==> config.mk <==
export PLATFORM = sky130hd
export DESIGN_NAME = adc_seq_ctrl
export DESIGN_NICKNAME = d
export VERILOG_FILES = /design/src/rtl/adc_seq_ctrl.sv
export SDC_FILE = /design/constraint.sdc
export NUM_CORES = 1
export LEC_CHECK = 0
export BUFFER_PORTS_ARGS = -buffer_cell sky130_fd_sc_hd__buf_2
export CAP_MARGIN = 20
export CELL_PAD_IN_SITES_DETAIL_PLACEMENT = 1
export CELL_PAD_IN_SITES_GLOBAL_PLACEMENT = 2
export CORE_MARGIN = 4
export CORE_UTILIZATION = 38
export CTS_CLUSTER_SIZE = 16
export DETAILED_ROUTE_END_ITERATION = 12
export GPL_TIMING_DRIVEN = 0
export PLACE_DENSITY = 0.92
export SYNTH_ARGS = -nofsm -noshare
export SYNTH_HDL_FRONTEND = slang
export SYNTH_SLANG_ARGS = --single-unit
==> constraint.sdc <==
create_clock -name clk -period 6 [get_ports clk]
set_input_delay 1.2 -clock clk [delete_from_list [all_inputs] [get_ports clk]]
set_output_delay 1.2 -clock clk [all_outputs]
set_load 0.03 [all_outputs]
==> src/rtl/adc_seq_ctrl.sv <==
module adc_seq_ctrl #(
  parameter int RES_W = 10,
  parameter int CNT_W = 6
) (
  input  logic             clk,
  input  logic             rst_n,
  input  logic [2:0]       bus_addr,
  input  logic             bus_wr,
  input  logic [7:0]       bus_wdata,
  output logic [7:0]       bus_rdata,
  input  logic             rc_tick,
  input  logic             cmp_ge,
  output logic [RES_W-1:0] dac_trial,
  output logic [4:0]       chan_sel,
  output logic             ref_neg,
  output logic [1:0]       ref_pos,
  output logic             done_irq
);
  localparam int STEP_W = $clog2(RES_W + 1);
  localparam logic [STEP_W-1:0] LAST_STEP = STEP_W'(RES_W);

  logic             en_q, go_q, fmt_q, nref_q, irq_q;
  logic [4:0]       ch_q;
  logic [2:0]       csel_q;
  logic [1:0]       pref_q;
  logic [7:0]       res_hi, res_lo;
  logic [CNT_W-1:0] cnt_q, cnt_last;
  logic [STEP_W-1:0] step_q;
  logic [RES_W-1:0] sar_q, mask, final_code;
  logic             wr_a, wr_b, wr_st, tick, finish;

  assign wr_a  = bus_wr && bus_addr == 3'd0;
  assign wr_b  = bus_wr && bus_addr == 3'd1;
  assign wr_st = bus_wr && bus_addr == 3'd4;

  always_comb begin
    case (csel_q)
      3'b000:  cnt_last = CNT_W'(1);
      3'b100:  cnt_last = CNT_W'(3);
      3'b001:  cnt_last = CNT_W'(7);
      3'b101:  cnt_last = CNT_W'(15);
      3'b010:  cnt_last = CNT_W'(31);
      default: cnt_last = CNT_W'(63);
    endcase
  end

  assign tick   = go_q && !wr_a && ((csel_q[1:0] == 2'b11) ? rc_tick : (cnt_q == cnt_last));
  assign mask   = (step_q == '0) ? '0 : (RES_W'(1) << (LAST_STEP - step_q));
  assign dac_trial  = sar_q | mask;
  assign final_code = cmp_ge ? (sar_q | mask) : sar_q;
  assign finish = tick && step_q == LAST_STEP;

  always_ff @(posedge clk) begin
    if (!rst_n) begin
      en_q <= 1'b0; go_q <= 1'b0; ch_q <= '0;
      fmt_q <= 1'b0; csel_q <= '0; nref_q <= 1'b0; pref_q <= '0;
      irq_q <= 1'b0; cnt_q <= '0; step_q <= '0; sar_q <= '0;
    end else begin
      if (wr_b) begin
        fmt_q  <= bus_wdata[7];
        csel_q <= bus_wdata[6:4];
        nref_q <= bus_wdata[2];
        pref_q <= bus_wdata[1:0];
      end
      if (wr_st && !bus_wdata[0]) irq_q <= 1'b0;
      if (wr_a) begin
        ch_q <= bus_wdata[6:2];
        en_q <= bus_wdata[0];
        if (!bus_wdata[0] || !bus_wdata[1]) begin
          go_q <= 1'b0;
          step_q <= '0;
        end else if (!go_q) begin
          go_q <= 1'b1;
          step_q <= '0;
          sar_q <= '0;
          cnt_q <= '0;
        end
      end else if (go_q) begin
        cnt_q <= tick ? '0 : cnt_q + 1'b1;
        if (tick) begin
          if (step_q == '0) begin
            sar_q <= '0;
            step_q <= step_q + 1'b1;
          end else begin
            sar_q <= final_code;
            if (finish) begin
              go_q <= 1'b0;
              step_q <= '0;
              irq_q <= 1'b1;
            end else begin
              step_q <= step_q + 1'b1;
            end
          end
        end
      end
    end
  end

  always_ff @(posedge clk) begin
    if (finish) begin
      if (fmt_q) begin
        res_hi <= {6'b0, final_code[9:8]};
        res_lo <= final_code[7:0];
      end else begin
        res_hi <= final_code[9:2];
        res_lo <= {final_code[1:0], 6'b0};
      end
    end else if (bus_wr && bus_addr == 3'd2) begin
      res_hi <= bus_wdata;
    end else if (bus_wr && bus_addr == 3'd3) begin
      res_lo <= bus_wdata;
    end
  end

  always_comb begin
    case (bus_addr)
      3'd0:    bus_rdata = {1'b0, ch_q, go_q, en_q};
      3'd1:    bus_rdata = {fmt_q, csel_q, 1'b0, nref_q, pref_q};
      3'd2:    bus_rdata = res_hi;
      3'd3:    bus_rdata = res_lo;
      3'd4:    bus_rdata = {7'b0, irq_q};
      default: bus_rdata = 8'h00;
    endcase
  end

  assign chan_sel = ch_q;
  assign ref_neg  = nref_q;
  assign ref_pos  = pref_q;
  assign done_irq = irq_q;

  assert_busy_needs_enable_R2: assert property (@(posedge clk) disable iff (!rst_n)
    go_q |-> en_q);
  assert_step_bound_R3: assert property (@(posedge clk) disable iff (!rst_n)
    step_q <= LAST_STEP);
  assert_flag_on_completion_R9: assert property (@(posedge clk) disable iff (!rst_n)
    $rose(irq_q) |-> $fell(go_q));
  assert_right_zero_fill_R7: assert property (@(posedge clk) disable iff (!rst_n)
    ($rose(irq_q) && $past(fmt_q)) |-> res_hi[7:2] == 6'b0);
  assert_left_zero_fill_R8: assert property (@(posedge clk) disable iff (!rst_n)
    ($rose(irq_q) && !$past(fmt_q)) |-> res_lo[5:0] == 6'b0);
  assert_abort_keeps_result_R10: assert property (@(posedge clk) disable iff (!rst_n)
    ($fell(go_q) && !$rose(irq_q)) |-> ($stable(res_hi) && $stable(res_lo)));
endmodule

==> results by group, run 1 <==
Yosys
  – Netlist cell types: 60
  – Yosys reg bits: 51
  – Syn Area/Cell: 9.54 sq um
  – Area contributors post-synth: dfxtp_1 24%, edfxtp_1 16%, nand2_1 5.4%
  – Syn. warnings: 0
  – Mapped Area: between 0.002 and 0.003 sq mm
  – Synth top area share: 23.6%
  – Ys async rst share: 0%
  – Cell taking the most area after synthesis: dfxtp_1
  – Top_reg_cell synth: dfxtp_1
  – Syn Nets: 337
  – Syn Inst Count: between 300 and 400
  – Post-synth EDFFs: 16
  – Sequential element share of the synthesized area: 39.8%

Worst setup path
  – Top cell by count, worst path: buf_2
  – Crit-path slowest cell: buf_1
  – Max stage delay on crit path: 0.46 ns
  – R2r setup slk: about 3.3 ns
  – CP Depth: 6
  – Req. time, crit path: 4.80 ns
  – Top delay family on crit path: buffers and inverters
  – RR Startpoint: step_q[0]
  – Worst EP arrival: 2.62 ns
  – CP Capture Type: output port
  – R2R cell count: 8
  – Cells along the critical path: buf_2 > buf_1 > mux2_2 > a22oi_1 > nor2_1 > buf_2
  – Critical Path Source Type: input pin
  – RR Endpoint: res_hi[1]
  – WP buf/inv: 3
  – Crit path kind: input pin to output port
  – Worst-path maximum fanout: 10

Clock network
  – Post-CTS sizing: 0
  – Root Buffer: clkbuf_8
  – Latest clock arrival within the worst-skew pair: around 0.32 ns
  – Clock Pin Slew Worst Setup and Hold Paths: 0.09 ns
  – Hold_buf cts: 0
  – CTS tree: done
  – Num CTS Buffers: 5
  – Sink Count: 51
  – H-tree depth: 2
  – Max Root-Sink Buffers: 2
  – Setup bufs post-CTS: 0

Floorplanning
  – Core area: 0.00741 sq mm
  – Die Y: around 96 microns
  – Starting Density: 40.1%
  – Die Area: 0.00929 sq mm
  – I/O pin count: 43
  – Rows: 31
  – Die W: just under 100 microns

Timing
  – Layout Skew: 0.00843 ns
  – RSZ-0062 raised after global routing: false
  – Worst slew margin: 45.9%
  – Sum Neg Setup Slack: 0 ns
  – Final Hold Vio Count: 0
  – Crit share post-route: 63.7%
  – Final setup fails: 0
  – Max Freq: between 0.2 and 0.3 GHz
  – Least-Margin Pin Slew: 0.806 ns
  – Fin. max-slew vios: 0
  – Clock period minus final worst setup slack: 3.82 ns

Finish
  – Footprint of the multi-input gates: 0.00166 sq mm
  – Syn-to-layout area delta: 13.9%
  – Layout Nets: 384
  – Register area: 0.00118 sq mm
  – Layout cell share with drive strength beyond 1: 22.8%
  – Post-layout util: 45.6%
  – Filler cell count: between 900 and 1,000
  – Ant. Diodes: 0

Route
  – 1st-iter DRT viols: 82
  – Vias after detailed routing: 2,519
  – WL per Instance: approximately 18 microns
  – Highest Signal Layer: met4
  – Metal3 WL: 365 microns
  – Final ANT Viol Nets: 0
  – Metal2 WL: 3.96 mm
  – Vias/cell: 5.50
  – Detailed-router iteration count before antenna repair: 4
  – DRC: 0
  – Final wirelength: 8.27 mm
  – Metal-1 WL: 3.89 mm

Hold path
  – Hold Path Stages: 2
  – Worst Hold Endpoint: en_q
  – Hold Startpoint: en_q
  – Worst Hold Class: flop to flop

Global route
  – Initial antenna violation count: 0
  – GR Util All Layers: 18.9%
  – Global-route wire length before repair: 13.3 mm
  – Overflow after GRT: 0
  – Vias in the first global route: 2,501
  – Largest net degree at the start of global routing: 16

Power and ir drop
  – Leakage power total: 0.00136 uW
  – Pwr dens: 193 mW/mm^2
  – Maximum VDD drop: 0.0988 mV

Status
  – Status: complete, no violations

Flow run
  – Max cap viols: 0

Placement
  – Port bufs: 39
  – HPWL after detailed placement: 6.24 mm
  – Routability cong.: 0.794
[logic make-up (layout without fill, tap and decap cells)]
kind of cell / count (synthesis) / in the layout / synth area share (%)
xor gates and xnor gates: 6 / 6 / 1.77
AOI/OAI and AO/OA: 85 / 85 / 20.0
adders and majority gates: 10 / 10 / 4.22
buffers and inverters: 27 / 75 / 4.38
DFF: 51 / 51 / 39.8
muxes: 25 / 25 / 11.3
and+or+nand+nor: 107 / 107 / 18.5
[registers in the layout, summed over array words and instances (netlist names)]
signal,flops
ref_pos,2
step_q,4
go_q,1
sar_q,10
res_hi,8
chan_sel,5
csel_q,3
en_q,1
done_irq,1
fmt_q,1
cnt_q,6
ref_neg,1
res_lo,8
[final cells by class]
| cell class | instances | share of cell area, % |
|---|---|---|
| timing repair buffer | 40 | 6.00 |
| multi-input combinational | 233 | 49.0 |
| clock buffer | 6 | 2.15 |
| sequential | 51 | 34.9 |
| inverter | 8 | 1.04 |
| clock inverter | 2 | 0.370 |
| tap | 99 | 3.67 |
| buffer | 19 | 2.81 |
[how the worst max path moves through the flow]
| stage | to | start |
|---|---|---|
| finish | bus_rdata[3] | bus_addr[0] |
| global route | bus_rdata[3] | bus_addr[0] |
| detailed placement | res_hi[7] | bus_addr[0] |
| floorplan | bus_rdata[0] | bus_addr[1] |
| CTS | bus_rdata[3] | bus_addr[0] |
| global placement | res_hi[7] | bus_addr[2] |
[synth_stat cells, types with 2 or more instances]
cell and count:
nand2_1 43, dfxtp_1 35, o21ai_0 21, edfxtp_1 16, nor2_1 16, a21oi_1 15, mux2i_1 12, a21o_1 10
ha_1 10, a31oi_1 9, clkbuf_1 9, nand3_1 9, inv_1 7, mux2_2 7, nor2b_1 7, nor3_1 7
mux4_2 6, o31ai_1 6, and3_1 4, buf_2 4, or3_1 4, xor2_1 4, buf_1 3, o21a_1 3
a31o_2 2, buf_6 2, nand2b_1 2, nand4_1 2, o21ai_2 2, o22ai_1 2, o41ai_1 2, xnor2_1 2
[power breakdown]
group / internal, uW / switching [uW]
Clock: 82.0 / 123
Sequential: 362 / 3.71
Combinational: 30.5 / 52.8
Total: 475 / 179
[per-stage QoR]
step | area (sq um) | setup WS, ns | total power (uW) | hold WS (ns) | std cells
after floorplan | 2970 | 2.28 | 430 | 0.433 | 311
after global placement | 3290 | 1.98 | 455 | 0.445 | 449
after detailed placement | 3290 | 2.03 | 457 | 0.460 | 450
after CTS | 3380 | 2.16 | 658 | 0.473 | 458
after global routing | 3380 | 2.06 | 677 | 0.501 | 458
final | 3380 | 2.18 | 654 | 0.466 | 458
[worst min-delay path: cells and delay by family (launching register included)]
kind             cells  cell delay (ns)
AO/OA/AOI/OAI        1             0.05
flip-flops           1             0.32
AND/OR/NAND/NOR      1             0.05
[metal layers]
layer,track usage [%],vias up
li1,-,1228
met1,26.3,1236
met2,30.6,51
met3,3.95,4
met4,3.62,0
met5,0,-
[cells in the final DEF (no fill, tap or decap), types with 4 or more instances in the layout]
master,netlist,routed
mux4_2,6,6
nand2_1,43,43
buf_2,4,43
a21o_1,10,10
mux2_2,7,7
mux2i_1,12,12
and3_1,4,4
o31ai_1,6,6
nor2_1,16,16
clkbuf_1,9,10
xor2_1,4,4
inv_1,7,7
edfxtp_1,16,16
o21ai_0,21,21
nor3_1,7,7
nand3_1,9,9
or3_1,4,4
a21oi_1,15,15
nor2b_1,7,7
a31oi_1,9,9
ha_1,10,10
dfxtp_1,35,35
clkbuf_8,0,5
No activity file was read; power rests on OpenSTA's default activity.
==> run 2, diff against run 1 <==
ABC_AREA = 1   (was not set)
CORE_UTILIZATION = 29   (was 38)
PLACE_DENSITY = 0.83   (was 0.92)
clock period = 3.2 ns   (was 6 ns; I/O delays follow)
==> results by group, run 2 <==
Clock network
  – Clock Pin Slew Worst Setup and Hold Paths: 0.11 ns (+0.02 ns)
  – Latest clock arrival within the worst-skew pair: 0.32 ns (about the same)
  – Hold_buf cts: 0 (unchanged)
  – Root Buffer: clkbuf_8
  – Sink Count: 51 (unchanged)
  – Post-CTS sizing: 0 (unchanged)
  – Setup bufs post-CTS: 0 (unchanged)
  – Max Root-Sink Buffers: 2 (unchanged)
  – Num CTS Buffers: 5 (unchanged)
  – CTS tree: done
  – H-tree depth: 2 (unchanged)

Route
  – Vias/cell: 4.60 (-16%)
  – Final wirelength: 9.44 mm (+14%)
  – DRC: 0 (unchanged)
  – Vias after detailed routing: 2,947 (+17%)
  – WL per Instance: 14.7 microns (-18%)
  – Detailed-router iteration count before antenna repair: 4 (unchanged)
  – Final ANT Viol Nets: 0 (unchanged)
  – 1st-iter DRT viols: 92 (+12%)

Worst setup path
  – Critical Path Source Type: input pin
  – Req. time, crit path: 2.56 ns (-2.24 ns)
  – Worst EP arrival: 1.98 ns (-0.64 ns)
  – Crit path kind: input pin to output port
  – Worst-path maximum fanout: 10 (unchanged)
  – CP Capture Type: output port

Global route
  – Overflow after GRT: 0 (unchanged)
  – Vias in the first global route: 3,061 (+22%)
  – GR Util All Layers: 15.2% (-3.7 points)
  – Largest net degree at the start of global routing: 18 (+2)
  – Initial antenna violation count: 0 (unchanged)
  – Global-route wire length before repair: 15.7 mm (+18%)

Placement
  – Placed inst area: 0.00356 sq mm (+8.2%)
  – Port bufs: 40 (+2.6%)
  – Routability cong.: 0.782 (-1.5%)
  – HPWL after detailed placement: 7.35 mm (+18%)
  – Pre-CTS setup slack: 0.537 ns (-1.49 ns)

Timing
  – Worst slew margin: 56.4% (+11 points)
  – Sum Neg Setup Slack: 0 ns (unchanged)
  – Crit share post-route: between 80% and 90%
  – WHS: 0.462 ns (-0.00408 ns)
  – RSZ-0062 raised after global routing: false
  – Max Freq: 0.382 GHz
  – Final setup fails: 0 (unchanged)
  – Least-Margin Pin Slew: 0.654 ns (-0.152 ns)
  – Clock period minus final worst setup slack: about 2.6 ns
  – Final Hold Vio Count: 0 (unchanged)
  – Layout Skew: 0.0104 ns (+0.00199 ns)
  – Fin. max-slew vios: 0 (unchanged)
  – Final setup margin: 0.582 ns (-1.60 ns)

Yosys
  – Netlist cell types: 34 (-43%)
  – Synth cell count leaders: 131 x nand2_1, 56 x nor2_1, 51 x inv_1
  – Top_reg_cell synth: dfxtp_1
  – Most numerous cell in the Yosys netlist: nand2_1
  – Area contributors post-synth: dfxtp_1 22%, nand2_1 15%, edfxtp_1 15%
  – Ys async rst share: 0% (unchanged)
  – Synth top area share: 22.0% (-1.6 points)
  – Mapped Area: 0.00319 sq mm (+7.4%)
  – Cell taking the most area after synthesis: dfxtp_1
  – Yosys reg bits: 51 (unchanged)
  – Syn Inst Count: 453 (+46%)
  – Sequential element share of the synthesized area: 37.0% (-2.7 points)
  – Syn Area/Cell: 7.04 sq um (-26%)
  – Post-synth EDFFs: 16 (unchanged)
  – Syn. warnings: 0 (unchanged)
  – Syn Nets: 479 (+42%)

Finish
  – Most common cell after layout, fill and taps aside: nand2_1
  – Cell area after layout: 0.00368 sq mm (+8.8%)
  – Largest Register: sar_q
  – Layout Nets: 526 (+37%)
  – Top flop regs: sar_q: 10 flops, res_hi: 8 flops, res_lo: 8 flops
  – Syn-to-layout area delta: 15.4%
  – Ant. Diodes: 0 (unchanged)
  – Max reg flops: 10 (unchanged)
  – Filler cell count: 1,371 (+51%)
  – Most frequent cells in the layout: 131 x nand2_1, 56 x nor2_1, 51 x inv_1
  – Footprint of the multi-input gates: 0.00168 sq mm (+1.4%)
  – Layout cell share with drive strength beyond 1: 21.2% (-1.7 points)
  – Register area: 0.00118 sq mm (unchanged)

Power and ir drop
  – Leakage power total: 0.00174 uW (+28%)
  – Pwr dens: 363 mW/mm^2 (+88%)
  – Maximum VDD drop: 0.202 mV (+100%)
  – P_sw: 373 uW (+110%)
  – Comb power frac: 11.5% (-1.2 points)
  – Clock power share: 36.9% (+5.6 points)
  – Int Power: 963 uW (+100%)
  – Sequential share of power: 51.6% (-4.3 points)
  – Net Sw Frac: 27.9% (+0.49 points)

Floorplanning
  – Die W: 113 microns (+17%)
  – I/O pin count: 43 (unchanged)
  – Die Y: 113 microns (+17%)
  – Core area: 0.0108 sq mm (+46%)
  – Rows: 38 (+23%)
  – Starting Density: 29.5% (-11 points)
  – Die Area: 0.0127 sq mm (+37%)

Status
  – Status: complete, no violations

Hold path
  – Worst Hold Class: flop to flop

Flow run
  – Max cap viols: 0 (unchanged)
## run 2: worst max-delay path, cell delays in order
cell,delay [ns]
buf_2,0.13
nor2_2,0.06
nand2_1,0.12
clkinv_1,0.29
a221oi_1,0.39
o21ai_0,0.14
buf_2,0.20
## run 2: power by group through the flow
stage / Clock [uW] / Sequential (uW) / Combinational (uW)
5_1_grt: 523 / 692 / 173
6_report: 492 / 689 / 154
4_1_cts: 501 / 690 / 156
2_1_floorplan: 0 / 708 / 97.3
3_3_place_gp: 0 / 704 / 151
3_5_place_dp: 0 / 704 / 155
## run 2: area by class of cell
class	count	share of cell area [%]
Buffer	15	2.76
Clock buffer	5	1.87
Clock inverter	3	1.26
Inverter	60	6.12
Multi-Input combinational cell	327	45.7
Sequential cell	51	32.1
Tap cell	140	4.76
Timing Repair Buffer	40	5.44
## run 2: cells by family after synthesis
group                      Yosys count  synth area share, %
AOI/OAI and AO/OA                   60                 11.1
xor gates and xnor gates             8                 2.79
adders and majority gates           10                 3.92
buffers and inverters               75                 10.2
DFF                                 51                 37.0
and+or+nand+nor                    249                 34.9
## run 2: worst paths after layout
| kind | depth (start not counted) | to | start | slack (ns) |
|---|---|---|---|---|
| max | 7 | bus_rdata[0] | bus_addr[2] | 0.58 |
| min | 2 | en_q | en_q | 0.46 |
| max reg2reg | 7 | res_hi[1] | step_q[0] | 1.08 |
| min reg2reg | 2 | en_q | en_q | 0.46 |
## run 2: through the flow
stage | utilization [%] | power (uW) | std cells
final | 34.1 | 1340 | 641
after global routing | 34.1 | 1390 | 641
after CTS | 34.1 | 1350 | 641
after detailed placement | 33.0 | 860 | 633
after global placement | 33.0 | 855 | 633
after floorplan | - | 806 | 453
## run 2: routing by layer
layer	part of all wire [%]	wire length (microns)	global-route usage, %	vias to the layer above
li1	-	-	-	1513
met1	48	4560	21.0	1365
met2	46	4360	25.1	60
met3	4.2	394	2.46	9
met4	1.4	128	3.45	0
met5	0	0	0	-
==> run 3, diff against run 2 <==
clock period = 2.4 ns   (was 3.2 ns; I/O delays follow)
==> results by group, run 3 (same netlist as run 2, synthesis figures left out) <==
Worst setup path
  – Worst EP arrival: 1.84 ns (-0.14 ns)
  – Crit path kind: flop to output port
  – Req. time, crit path: 1.92 ns (-0.64 ns)
  – WP buf/inv: 2 (-1)
  – CP Depth: 5 (-2)
  – Crit-path slowest cell: xor2_1
  – Max stage delay on crit path: 0.47 ns (+0.08 ns)
  – Cells along the critical path: inv_2 > o21ai_4 > xor2_1 > o21ai_4 > buf_4
  – Critical Path Source Type: flop
  – R2R cell count: 11 (+4)
  – CP Capture Type: output port
  – Top delay family on crit path: XOR/XNOR gates
  – Top cell by count, worst path: o21ai_4
  – Crit path from: step_q[0]
  – RR Startpoint: csel_q[0]
  – Worst-path maximum fanout: 6 (-4)

Clock network
  – Clock Pin Slew Worst Setup and Hold Paths: 0.10 ns (about the same)
  – Root Buffer: clkbuf_8
  – Max Root-Sink Buffers: 2 (unchanged)
  – CTS tree: done
  – Latest clock arrival within the worst-skew pair: 0.32 ns (about the same)
  – Sink Count: 51 (unchanged)
  – Num CTS Buffers: 5 (unchanged)
  – Hold_buf cts: 0 (unchanged)
  – H-tree depth: 2 (unchanged)

Finish
  – Max reg flops: 10 (unchanged)
  – Most common cell after layout, fill and taps aside: nand2_1
  – Layout Nets: 531 (+0.95%)
  – Filler cell count: 1,364 (-0.51%)
  – Syn-to-layout area delta: 18.3%
  – Layout cell share with drive strength beyond 1: 23.3% (+2.2 points)
  – Ant. Diodes: 0 (unchanged)
  – Largest Register: sar_q
  – Post-layout util: 35.0% (+0.87 points)
  – Top flop regs: sar_q: 10 flops, res_hi: 8 flops, res_lo: 8 flops
  – Most frequent cells in the layout: 131 x nand2_1, 55 x nor2_1, 50 x inv_1
  – Layout Cells excl Fill: 646 (+0.78%)
  – Cell area after layout: 0.00377 sq mm (+2.6%)

Placement
  – Pre-CTS setup slack: -0.103 ns (-0.640 ns)
  – DP Cell Count: 633 (unchanged)
  – Placed inst area: 0.00356 sq mm (unchanged)
  – Port bufs: 40 (unchanged)
  – Routability cong.: 0.782 (unchanged)
  – HPWL after detailed placement: 7.35 mm (unchanged)

Route
  – Vias after detailed routing: 2,947 (unchanged)
  – Final wirelength: 9.63 mm (+2.0%)
  – DRC: 0 (unchanged)
  – 1st-iter DRT viols: 89 (-3.3%)
  – Vias/cell: 4.56 (-0.77%)
  – WL per Instance: 14.9 microns (+1.2%)
  – Detailed-router iteration count before antenna repair: 4 (unchanged)
  – Final ANT Viol Nets: 0 (unchanged)

Global route
  – Initial antenna violation count: 0 (unchanged)
  – Global-route wire length before repair: 15.8 mm (+0.57%)
  – Overflow after GRT: 0 (unchanged)
  – Vias in the first global route: 3,073 (+0.39%)
  – Largest net degree at the start of global routing: 18 (unchanged)
  – GR Util All Layers: 15.3% (+0.090 points)

Hold path
  – Hold Path Stages: 3 (+1)
  – Worst Hold Class: input pin to flop
  – Hold Startpoint: bus_wdata[3]

Timing
  – Max Freq: ~0.43 GHz
  – Final setup fails: 0 (unchanged)
  – Least-Margin Pin Slew: 0.652 ns (-0.00166 ns)
  – Final setup margin: 0.0777 ns (-0.504 ns)
  – Fin. max-slew vios: 0 (unchanged)
  – Worst slew margin: 56.5% (+0.11 points)
  – Clock period minus final worst setup slack: ~2.3 ns
  – Crit share post-route: a little over nine tenths
  – Layout Skew: 0.00965 ns (-0.000770 ns)
  – Final Hold Vio Count: 0 (unchanged)
  – WHS: 0.439 ns (-0.0230 ns)

Power and ir drop
  – Leakage power total: 0.00177 uW (+1.8%)
  – Pwr dens: 473 mW/mm^2 (+30%)
  – Maximum VDD drop: 0.269 mV (+33%)

Floorplanning
  – Rows: 38 (unchanged)
  – Starting Density: 29.5% (unchanged)
  – Die W: 113 microns (unchanged)
  – Core area: 0.0108 sq mm (unchanged)
  – Die Area: 0.0127 sq mm (unchanged)
  – I/O pin count: 43 (unchanged)
  – Die Y: 113 microns (unchanged)

Status
  – Status: complete, no violations

Flow run
  – Max cap viols: 0 (unchanged)
## run 3: cell count changes in the layout (fill, tap and decap cells not counted), moves of 3 or more
cell,change
o21ai_4,+3
o21ai_2,-3
dfxtp_2,+3
buf_4,+9
dfxtp_1,-3
buf_2,-4
## run 3: worst reg2reg max path, delay by kind of cell, from the launching register on
family | cells | cell delay [ns]
buffers and inverters | 2 | 0.41
DFF | 1 | 0.32
and+or+nand+nor | 9 | 1.05
## run 3: through the flow
stage	power (uW)	TNS (ns)
6_report	1780	0
3_3_place_gp	1140	-0.486
4_1_cts	1800	-0.00220
3_5_place_dp	1150	-1.47
2_1_floorplan	1070	0
5_1_grt	1850	-0.0882
## run 3: final cells by class
| type | count | area, sq um | share of cell area (%) |
|---|---|---|---|
| plain buffers | 15 | 101 | 2.69 |
| clock buffers | 5 | 68.8 | 1.82 |
| repair buffers | 45 | 248 | 6.57 |
| clock inverters | 3 | 46.3 | 1.23 |
| inverters | 60 | 229 | 6.07 |
| multi-input cells | 327 | 1720 | 45.6 |
| flip-flops and latches | 51 | 1180 | 31.4 |
| well taps | 140 | 175 | 4.64 |
## run 3: final timing paths
check                       to  slack (ns)
hold / removal     chan_sel[1]        0.44
setup / recovery  dac_trial[1]        0.08
setup reg to reg     res_hi[1]        0.29
hold reg to reg           en_q        0.46
## run 3: layer usage
| metal | vias up | track usage (%) | wire [microns] |
|---|---|---|---|
| met2 | 49 | 25.3 | 4520 |
| met4 | 0 | 3.45 | 117 |
| li1 | 1524 | - | - |
| met5 | - | 0 | 0 |
| met3 | 9 | 2.51 | 356 |
| met1 | 1365 | 21.1 | 4640 |
## run 3: what timing repair did
action / CTS / global route
endpoints found under the setup margin: 6 / 11
gates resized for setup: 5 / 10
cloned: 0 / 0
setup buffers: 1 / 4
pin swaps: 3 / 3
## run 3: power by group
part	switching, uW	total [uW]	leakage (uW)	internal (uW)
combinational	148	210	0.00128	61.8
clock	339	654	0.0000548	315
sequential	10.3	919	0.000430	909
total	498	1780	0.00177	1290
